File: config.mk
export PLATFORM = sky130hd
export DESIGN_NAME = uart_swflow
export DESIGN_NICKNAME = d
export VERILOG_FILES = /design/src/rtl/swflow_pkg.sv /design/src/rtl/swflow_rx.sv /design/src/rtl/swflow_tx.sv /design/src/rtl/swflow_flag.sv /design/src/rtl/uart_swflow.sv
export SDC_FILE = /design/constraint.sdc
export NUM_CORES = 1
export LEC_CHECK = 0
export CAP_MARGIN = 10
export CORE_MARGIN = 2
export CORE_UTILIZATION = 30
export DETAILED_ROUTE_END_ITERATION = 16
export GPL_TIMING_DRIVEN = 0
export SYNTH_ARGS = -nofsm -noshare
export SYNTH_HDL_FRONTEND = slang
export SYNTH_SLANG_ARGS = --single-unit
export TNS_END_PERCENT = 100
File: constraint.sdc
create_clock -name clk -period 2.2 [get_ports clk]
set_input_delay 0.22 -clock clk [delete_from_list [all_inputs] [get_ports clk]]
set_output_delay 0.22 -clock clk [all_outputs]
set_load 0.01 [all_outputs]
File: src/rtl/swflow_pkg.sv
package swflow_pkg;

  localparam logic [1:0] SEL_NONE = 2'b00;
  localparam logic [1:0] SEL_P2   = 2'b01;
  localparam logic [1:0] SEL_P1   = 2'b10;
  localparam logic [1:0] SEL_BOTH = 2'b11;

  localparam int I_ON1  = 0;
  localparam int I_ON2  = 1;
  localparam int I_OFF1 = 2;
  localparam int I_OFF2 = 3;
  localparam int NCHR   = 4;

  // transmit field; forced off while the off2 detect mode runs
  function automatic logic [1:0] eff_tx(input logic [3:0] m, input logic spec);
    return spec ? SEL_NONE : m[3:2];
  endfunction

  // receive field; the "both pairs" code needs a transmit mode
  function automatic logic [1:0] eff_rx(input logic [3:0] m, input logic spec);
    if (spec) return SEL_NONE;
    if (m[1:0] == SEL_BOTH && m[3:2] == SEL_NONE) return SEL_NONE;
    return m[1:0];
  endfunction

endpackage

File: src/rtl/swflow_rx.sv
module swflow_rx
  import swflow_pkg::*;
#(
  parameter int DW = 8
) (
  input  logic          clk,
  input  logic          rst_n,
  input  logic [1:0]    rx_mode,
  input  logic [DW-1:0] rx_byte,
  input  logic          rx_vld,
  input  logic [DW-1:0] on1_chr,
  input  logic [DW-1:0] on2_chr,
  input  logic [DW-1:0] off1_chr,
  input  logic [DW-1:0] off2_chr,
  output logic          fwd_vld,
  output logic [DW-1:0] fwd_byte,
  output logic          tx_pause,
  output logic          ev_xoff,
  output logic          ev_xon
);

  logic [DW-1:0] chr_tab [NCHR];
  logic [NCHR-1:0] hit;

  assign chr_tab[I_ON1]  = on1_chr;
  assign chr_tab[I_ON2]  = on2_chr;
  assign chr_tab[I_OFF1] = off1_chr;
  assign chr_tab[I_OFF2] = off2_chr;

  // full-width compare, bit 0 against the received LSB
  for (genvar gi = 0; gi < NCHR; gi++) begin : g_cmp
    assign hit[gi] = (rx_byte == chr_tab[gi]);
  end

  logic          pend_vld, pend_off;
  logic [DW-1:0] pend_byte;
  logic          hold_vld;
  logic [DW-1:0] hold_byte;
  logic          set_pend, flush, pass;

  always_comb begin
    ev_xoff  = 1'b0;
    ev_xon   = 1'b0;
    set_pend = 1'b0;
    flush    = 1'b0;
    pass     = 1'b0;
    if (rx_vld) begin
      case (rx_mode)
        SEL_P1: begin
          if (hit[I_OFF1])     ev_xoff = 1'b1;
          else if (hit[I_ON1]) ev_xon  = 1'b1;
          else                 pass    = 1'b1;
        end
        SEL_P2: begin
          if (hit[I_OFF2])     ev_xoff = 1'b1;
          else if (hit[I_ON2]) ev_xon  = 1'b1;
          else                 pass    = 1'b1;
        end
        SEL_BOTH: begin
          if (pend_vld && pend_off && hit[I_OFF2])       ev_xoff = 1'b1;
          else if (pend_vld && !pend_off && hit[I_ON2])  ev_xon  = 1'b1;
          else begin
            flush = pend_vld;                    // broken pair
            if (hit[I_OFF1] || hit[I_ON1]) set_pend = 1'b1;
            else                           pass     = 1'b1;
          end
        end
        default: pass = 1'b1;
      endcase
    end
  end

  always_ff @(posedge clk or negedge rst_n) begin
    if (!rst_n) begin
      tx_pause  <= 1'b0;
      pend_vld  <= 1'b0;
      pend_off  <= 1'b0;
      pend_byte <= '0;
      hold_vld  <= 1'b0;
      hold_byte <= '0;
      fwd_vld   <= 1'b0;
      fwd_byte  <= '0;
    end else begin
      if (rx_mode == SEL_NONE) tx_pause <= 1'b0;
      else if (ev_xoff)        tx_pause <= 1'b1;
      else if (ev_xon)         tx_pause <= 1'b0;

      if (rx_mode != SEL_BOTH) pend_vld <= 1'b0;
      else if (rx_vld)         pend_vld <= set_pend;
      if (set_pend) begin
        pend_byte <= rx_byte;
        pend_off  <= hit[I_OFF1];
      end

      hold_vld <= flush && pass;
      if (flush && pass) hold_byte <= rx_byte;

      if (flush) begin
        fwd_vld  <= 1'b1;
        fwd_byte <= pend_byte;
      end else if (pass) begin
        fwd_vld  <= 1'b1;
        fwd_byte <= rx_byte;
      end else if (hold_vld) begin
        fwd_vld  <= 1'b1;
        fwd_byte <= hold_byte;
      end else begin
        fwd_vld  <= 1'b0;
      end
    end
  end

endmodule

File: src/rtl/swflow_tx.sv
module swflow_tx
  import swflow_pkg::*;
#(
  parameter int LW = 5
) (
  input  logic          clk,
  input  logic          rst_n,
  input  logic [1:0]    tx_sel,
  input  logic [LW-1:0] lvl,
  input  logic [LW-1:0] thr_hi,
  input  logic [LW-1:0] thr_lo,
  output logic          ins_req,
  output logic          ins_xoff,
  output logic [1:0]    ins_sel
);

  logic xoff_sent;
  logic ev_hi, ev_lo;

  assign ev_hi = (tx_sel != SEL_NONE) && !xoff_sent && (lvl >= thr_hi);
  assign ev_lo = (tx_sel != SEL_NONE) &&  xoff_sent && (lvl <= thr_lo);

  always_ff @(posedge clk or negedge rst_n) begin
    if (!rst_n) begin
      xoff_sent <= 1'b0;
      ins_req   <= 1'b0;
      ins_xoff  <= 1'b0;
      ins_sel   <= SEL_NONE;
    end else begin
      if (tx_sel == SEL_NONE) xoff_sent <= 1'b0;
      else if (ev_hi)         xoff_sent <= 1'b1;
      else if (ev_lo)         xoff_sent <= 1'b0;
      ins_req  <= ev_hi || ev_lo;
      ins_xoff <= ev_hi;
      ins_sel  <= (ev_hi || ev_lo) ? tx_sel : SEL_NONE;
    end
  end

endmodule

File: src/rtl/swflow_flag.sv
module swflow_flag #(
  parameter int DW = 8
) (
  input  logic          clk,
  input  logic          rst_n,
  input  logic          spec_en,
  input  logic          rx_vld,
  input  logic [DW-1:0] rx_byte,
  input  logic [DW-1:0] off2_chr,
  input  logic          spec_clr,
  output logic          spec_irq
);

  logic ev_spec;
  assign ev_spec = spec_en && rx_vld && (rx_byte == off2_chr);

  always_ff @(posedge clk or negedge rst_n) begin
    if (!rst_n)        spec_irq <= 1'b0;
    else if (ev_spec)  spec_irq <= 1'b1;   // match beats clear
    else if (spec_clr) spec_irq <= 1'b0;
  end

endmodule

File: src/rtl/uart_swflow.sv
module uart_swflow
  import swflow_pkg::*;
#(
  parameter int DW = 8,
  parameter int LW = 5
) (
  input  logic          clk,
  input  logic          rst_n,
  input  logic [3:0]    fc_mode,
  input  logic          spec_en,
  input  logic [DW-1:0] on1_chr,
  input  logic [DW-1:0] on2_chr,
  input  logic [DW-1:0] off1_chr,
  input  logic [DW-1:0] off2_chr,
  input  logic [DW-1:0] rx_byte,
  input  logic          rx_vld,
  input  logic          spec_clr,
  input  logic [LW-1:0] rxq_level,
  input  logic [LW-1:0] rxq_hi,
  input  logic [LW-1:0] rxq_lo,
  output logic          fwd_vld,
  output logic [DW-1:0] fwd_byte,
  output logic          tx_pause,
  output logic          spec_irq,
  output logic          ins_req,
  output logic          ins_xoff,
  output logic [1:0]    ins_sel
);

  logic [1:0] rx_mode, tx_sel;
  logic       rx_none, tx_none;
  logic       ev_xoff, ev_xon;

  assign rx_mode = eff_rx(fc_mode, spec_en);
  assign tx_sel  = eff_tx(fc_mode, spec_en);
  assign rx_none = (rx_mode == SEL_NONE);
  assign tx_none = (tx_sel == SEL_NONE);

  swflow_rx #(.DW(DW)) u_rx (
    .clk(clk), .rst_n(rst_n), .rx_mode(rx_mode),
    .rx_byte(rx_byte), .rx_vld(rx_vld),
    .on1_chr(on1_chr), .on2_chr(on2_chr),
    .off1_chr(off1_chr), .off2_chr(off2_chr),
    .fwd_vld(fwd_vld), .fwd_byte(fwd_byte), .tx_pause(tx_pause),
    .ev_xoff(ev_xoff), .ev_xon(ev_xon)
  );

  swflow_tx #(.LW(LW)) u_tx (
    .clk(clk), .rst_n(rst_n), .tx_sel(tx_sel),
    .lvl(rxq_level), .thr_hi(rxq_hi), .thr_lo(rxq_lo),
    .ins_req(ins_req), .ins_xoff(ins_xoff), .ins_sel(ins_sel)
  );

  swflow_flag #(.DW(DW)) u_flag (
    .clk(clk), .rst_n(rst_n), .spec_en(spec_en),
    .rx_vld(rx_vld), .rx_byte(rx_byte), .off2_chr(off2_chr),
    .spec_clr(spec_clr), .spec_irq(spec_irq)
  );

endmodule

==> results.yml <==
worst_hold_path:
  hold_path_class: "in2async"
sta:
  tightest_slew_ns: 0.790
  slew_viol_final: 0
  finClkSkew_ns: 0.00447
  fmax_mhz: 469
  post-route-period-util_pct: 96.9
  setup_violations: 0
  layout_setup_ws_ns: 0.0681
  fin_crit_ns: 2.13
  relSlewSlack_pct: 47.3
  hold_viol: 0
floorplan:
  fp.dieH_microns: 95.2
  rows: 33
  start_util_pct: 30.7
  die_w_microns: 95.2
  ios: 79
  core_sq_um: 8130
  die_area_sq_um: 9060
global_routing:
  grt_pass1_wl_microns: 10500
  antenna_found_initial: 0
  grt_max_degree: 36
  grt.overflow.total: 0
  grt_use_total_pct: 14.8
  grt_pass1_vias: 2147
finish:
  fillers: 765
  stdcell_count: 443
  final_core_util_pct: 43.9
  final_area_sq_um: 3570
  layout_common_cells: "64 x clkdlybuf4s50_1, 35 x dfrtp_1, 31 x nand2_1, 21 x xor2_1, 15 x inv_1"
  area_growth_syn_to_layout_pct: 43.3
  nets: 411
  drive_gt1_share_pct: 18.9
  final_common_cell: "clkdlybuf4s50_1"
  diodes: 0
critical_path:
  cp-end-kind: "flop"
  r2r_slack_ns: 0.44
  critPathLaunch: "on2_chr[4]"
  cp_data_arrival_time_ns: 2.31
  cp_max_fo: 5
  path_class: "in2reg"
  worstReg2RegEnd: "u_rx.hold_byte[0]"
  required_ns: 2.37
  worstRegToRegCells: 7
  r2r_start: "u_rx.pend_off"
  start_kind: "input pin"
outcome:
  status: "completed"
pwr:
  power.density_nw_per_um2: 467
  vdd_ir_drop_max_mv: 0.187
  total_power_mw: 1.67
  power_leakage_nw: 1.58
placed_design:
  dp.cells: 427
  placed_area_sq_um: 3310
  place_hpwl_microns: 4820
  pre_cts_slack_ns: -0.512
  io_buffers: 69
  globalplace.congestion: 0.780
clock_network:
  clk_latency_ns: 0.29
  clk_path_buf_depth: 2
  cts_buffers: 5
  clk_pin_slew_ns: 0.07
  ctsHtreeMaxLevel: 2
  root_buffer: "clkbuf_8"
  cts_sinks: 35
  cts_tree: "yes"
route:
  drt-initial-drc-count: 81
  ant_nets: 0
  vias_per_cell: 4.82
  dr.pass1.iters: 4
  routedWlPerCell_microns: 14.4
  routed_wirelength_microns: 6370
  dr_total_vias: 2136
  drcViolationCount: 0
logic_synthesis:
  ys_warn_count: 0
  syn_inst: 253
  netlist_area_sq_um: 2490
  yosys.area.top_type: "dfrtp_1"
  synth_flop_cell: "dfrtp_1"
  seq_area_frac_synth_pct: 35.1
  synth.distinct_cells: 47
  synth_seq_cells: 35
  avgSynthCellArea_sq_um: 9.86
  synth_edf_count: 0
  synth_top_area_share_pct: 35.1
  synthArstFlopShare_pct: 100
  syn-num-nets: 327
  synth_area_leaders: "dfrtp_1 35%, xor2_1 8.4%, mux2_1 5.4%, ha_1 5.0%, nand2_1 4.8%"
job:
  cap_violations: 0
-- metal layers --
layer  vias up  share of wire (%)  GRT usage [%]
li1       1050                  -              -
met1      1013                 45           19.2
met2        68                 49           24.8
met3         5                5.7           2.77
met4         0               0.86           4.59
met5         -                  0              0
-- cell families (layout without fill, tap and decap cells) --
family | Yosys count | count (layout) | synth area share [%]
AND/OR/NAND/NOR | 79 | 80 | 18.2
flip-flops | 35 | 35 | 35.1
multiplexers | 17 | 17 | 7.68
buffers and inverters | 31 | 115 | 6.37
adder cells (fa/ha/maj) | 10 | 10 | 5.02
AO/OA/AOI/OAI | 49 | 49 | 16.4
XOR/XNOR | 32 | 32 | 11.2
-- cells in the mapped netlist (5+ instances only) --
cell / count
nor2_1: 6
a21oi_1: 10
o2bb2ai_2: 8
xnor2_1: 8
nand2_1: 32
mux2_2: 5
inv_1: 15
nand4_1: 11
ha_1: 10
buf_2: 10
dfrtp_1: 35
mux2_1: 12
o21ai_0: 11
xor2_1: 24
-- metrics by stage --
step	hold slack [ns]	setup TNS (ns)
global route	0.0760	-0.0448
floorplan	-0.0756	0
global placement	0.451	-10.06
detailed placement	0.356	-10.48
finish	0.00150	0
CTS	0.0450	0
-- worst max-delay path: stages --
cell and delay, ns:
clkdlybuf4s50_1 0.43, xor2_1 0.17, nor4_4 0.29, nand2_2 0.17, o311ai_4 0.34, o21ai_2 0.14
buf_6 0.14, nand2_8 0.07, mux2_2 0.33
-- flip-flops by register name (all words and copies together), names as in the netlist, 2 cells and up --
register	count
u_rx.fwd_byte	8
u_rx.hold_byte	8
u_rx.pend_byte	8
u_tx.ins_sel	2
-- worst max-delay path by stage --
stage	to	slack, ns	depth (start not counted)
finish	u_rx.hold_byte[0]	0.07	9
floorplan	u_rx.hold_byte[0]	0.20	8
CTS	u_rx.fwd_byte[0]	0.02	8
detailed placement	u_tx.ins_sel[1]	-0.51	10
global placement	u_tx.ins_sel[1]	-0.47	10
global route	u_rx.hold_byte[0]	-0.02	9
-- area by class of cell --
cell class | instances | area [sq um] | area share (%)
clock buffers | 8 | 100 | 2.80
repair buffers | 76 | 752 | 21.1
inverters | 16 | 60.1 | 1.68
multi-input cells | 188 | 1540 | 43.2
plain buffers | 15 | 110 | 3.08
well taps | 105 | 131 | 3.68
flip-flops and latches | 35 | 876 | 24.5
-- repair_timing --
item	4_1_cts	5_1_grt
buffers inserted	2	5
setup endpoints to repair	19	27
resized for setup	7	22
pin swaps	3	13
gates cloned	1	0
hold buffers	0	0
-- power by group --
part | switching (mW) | total [mW] | internal (mW)
Combinational | 0.204 | 0.467 | 0.263
Clock | 0.225 | 0.511 | 0.286
Sequential | 0.0164 | 0.692 | 0.676
Note: power is estimated with default switching activity, not from simulation.
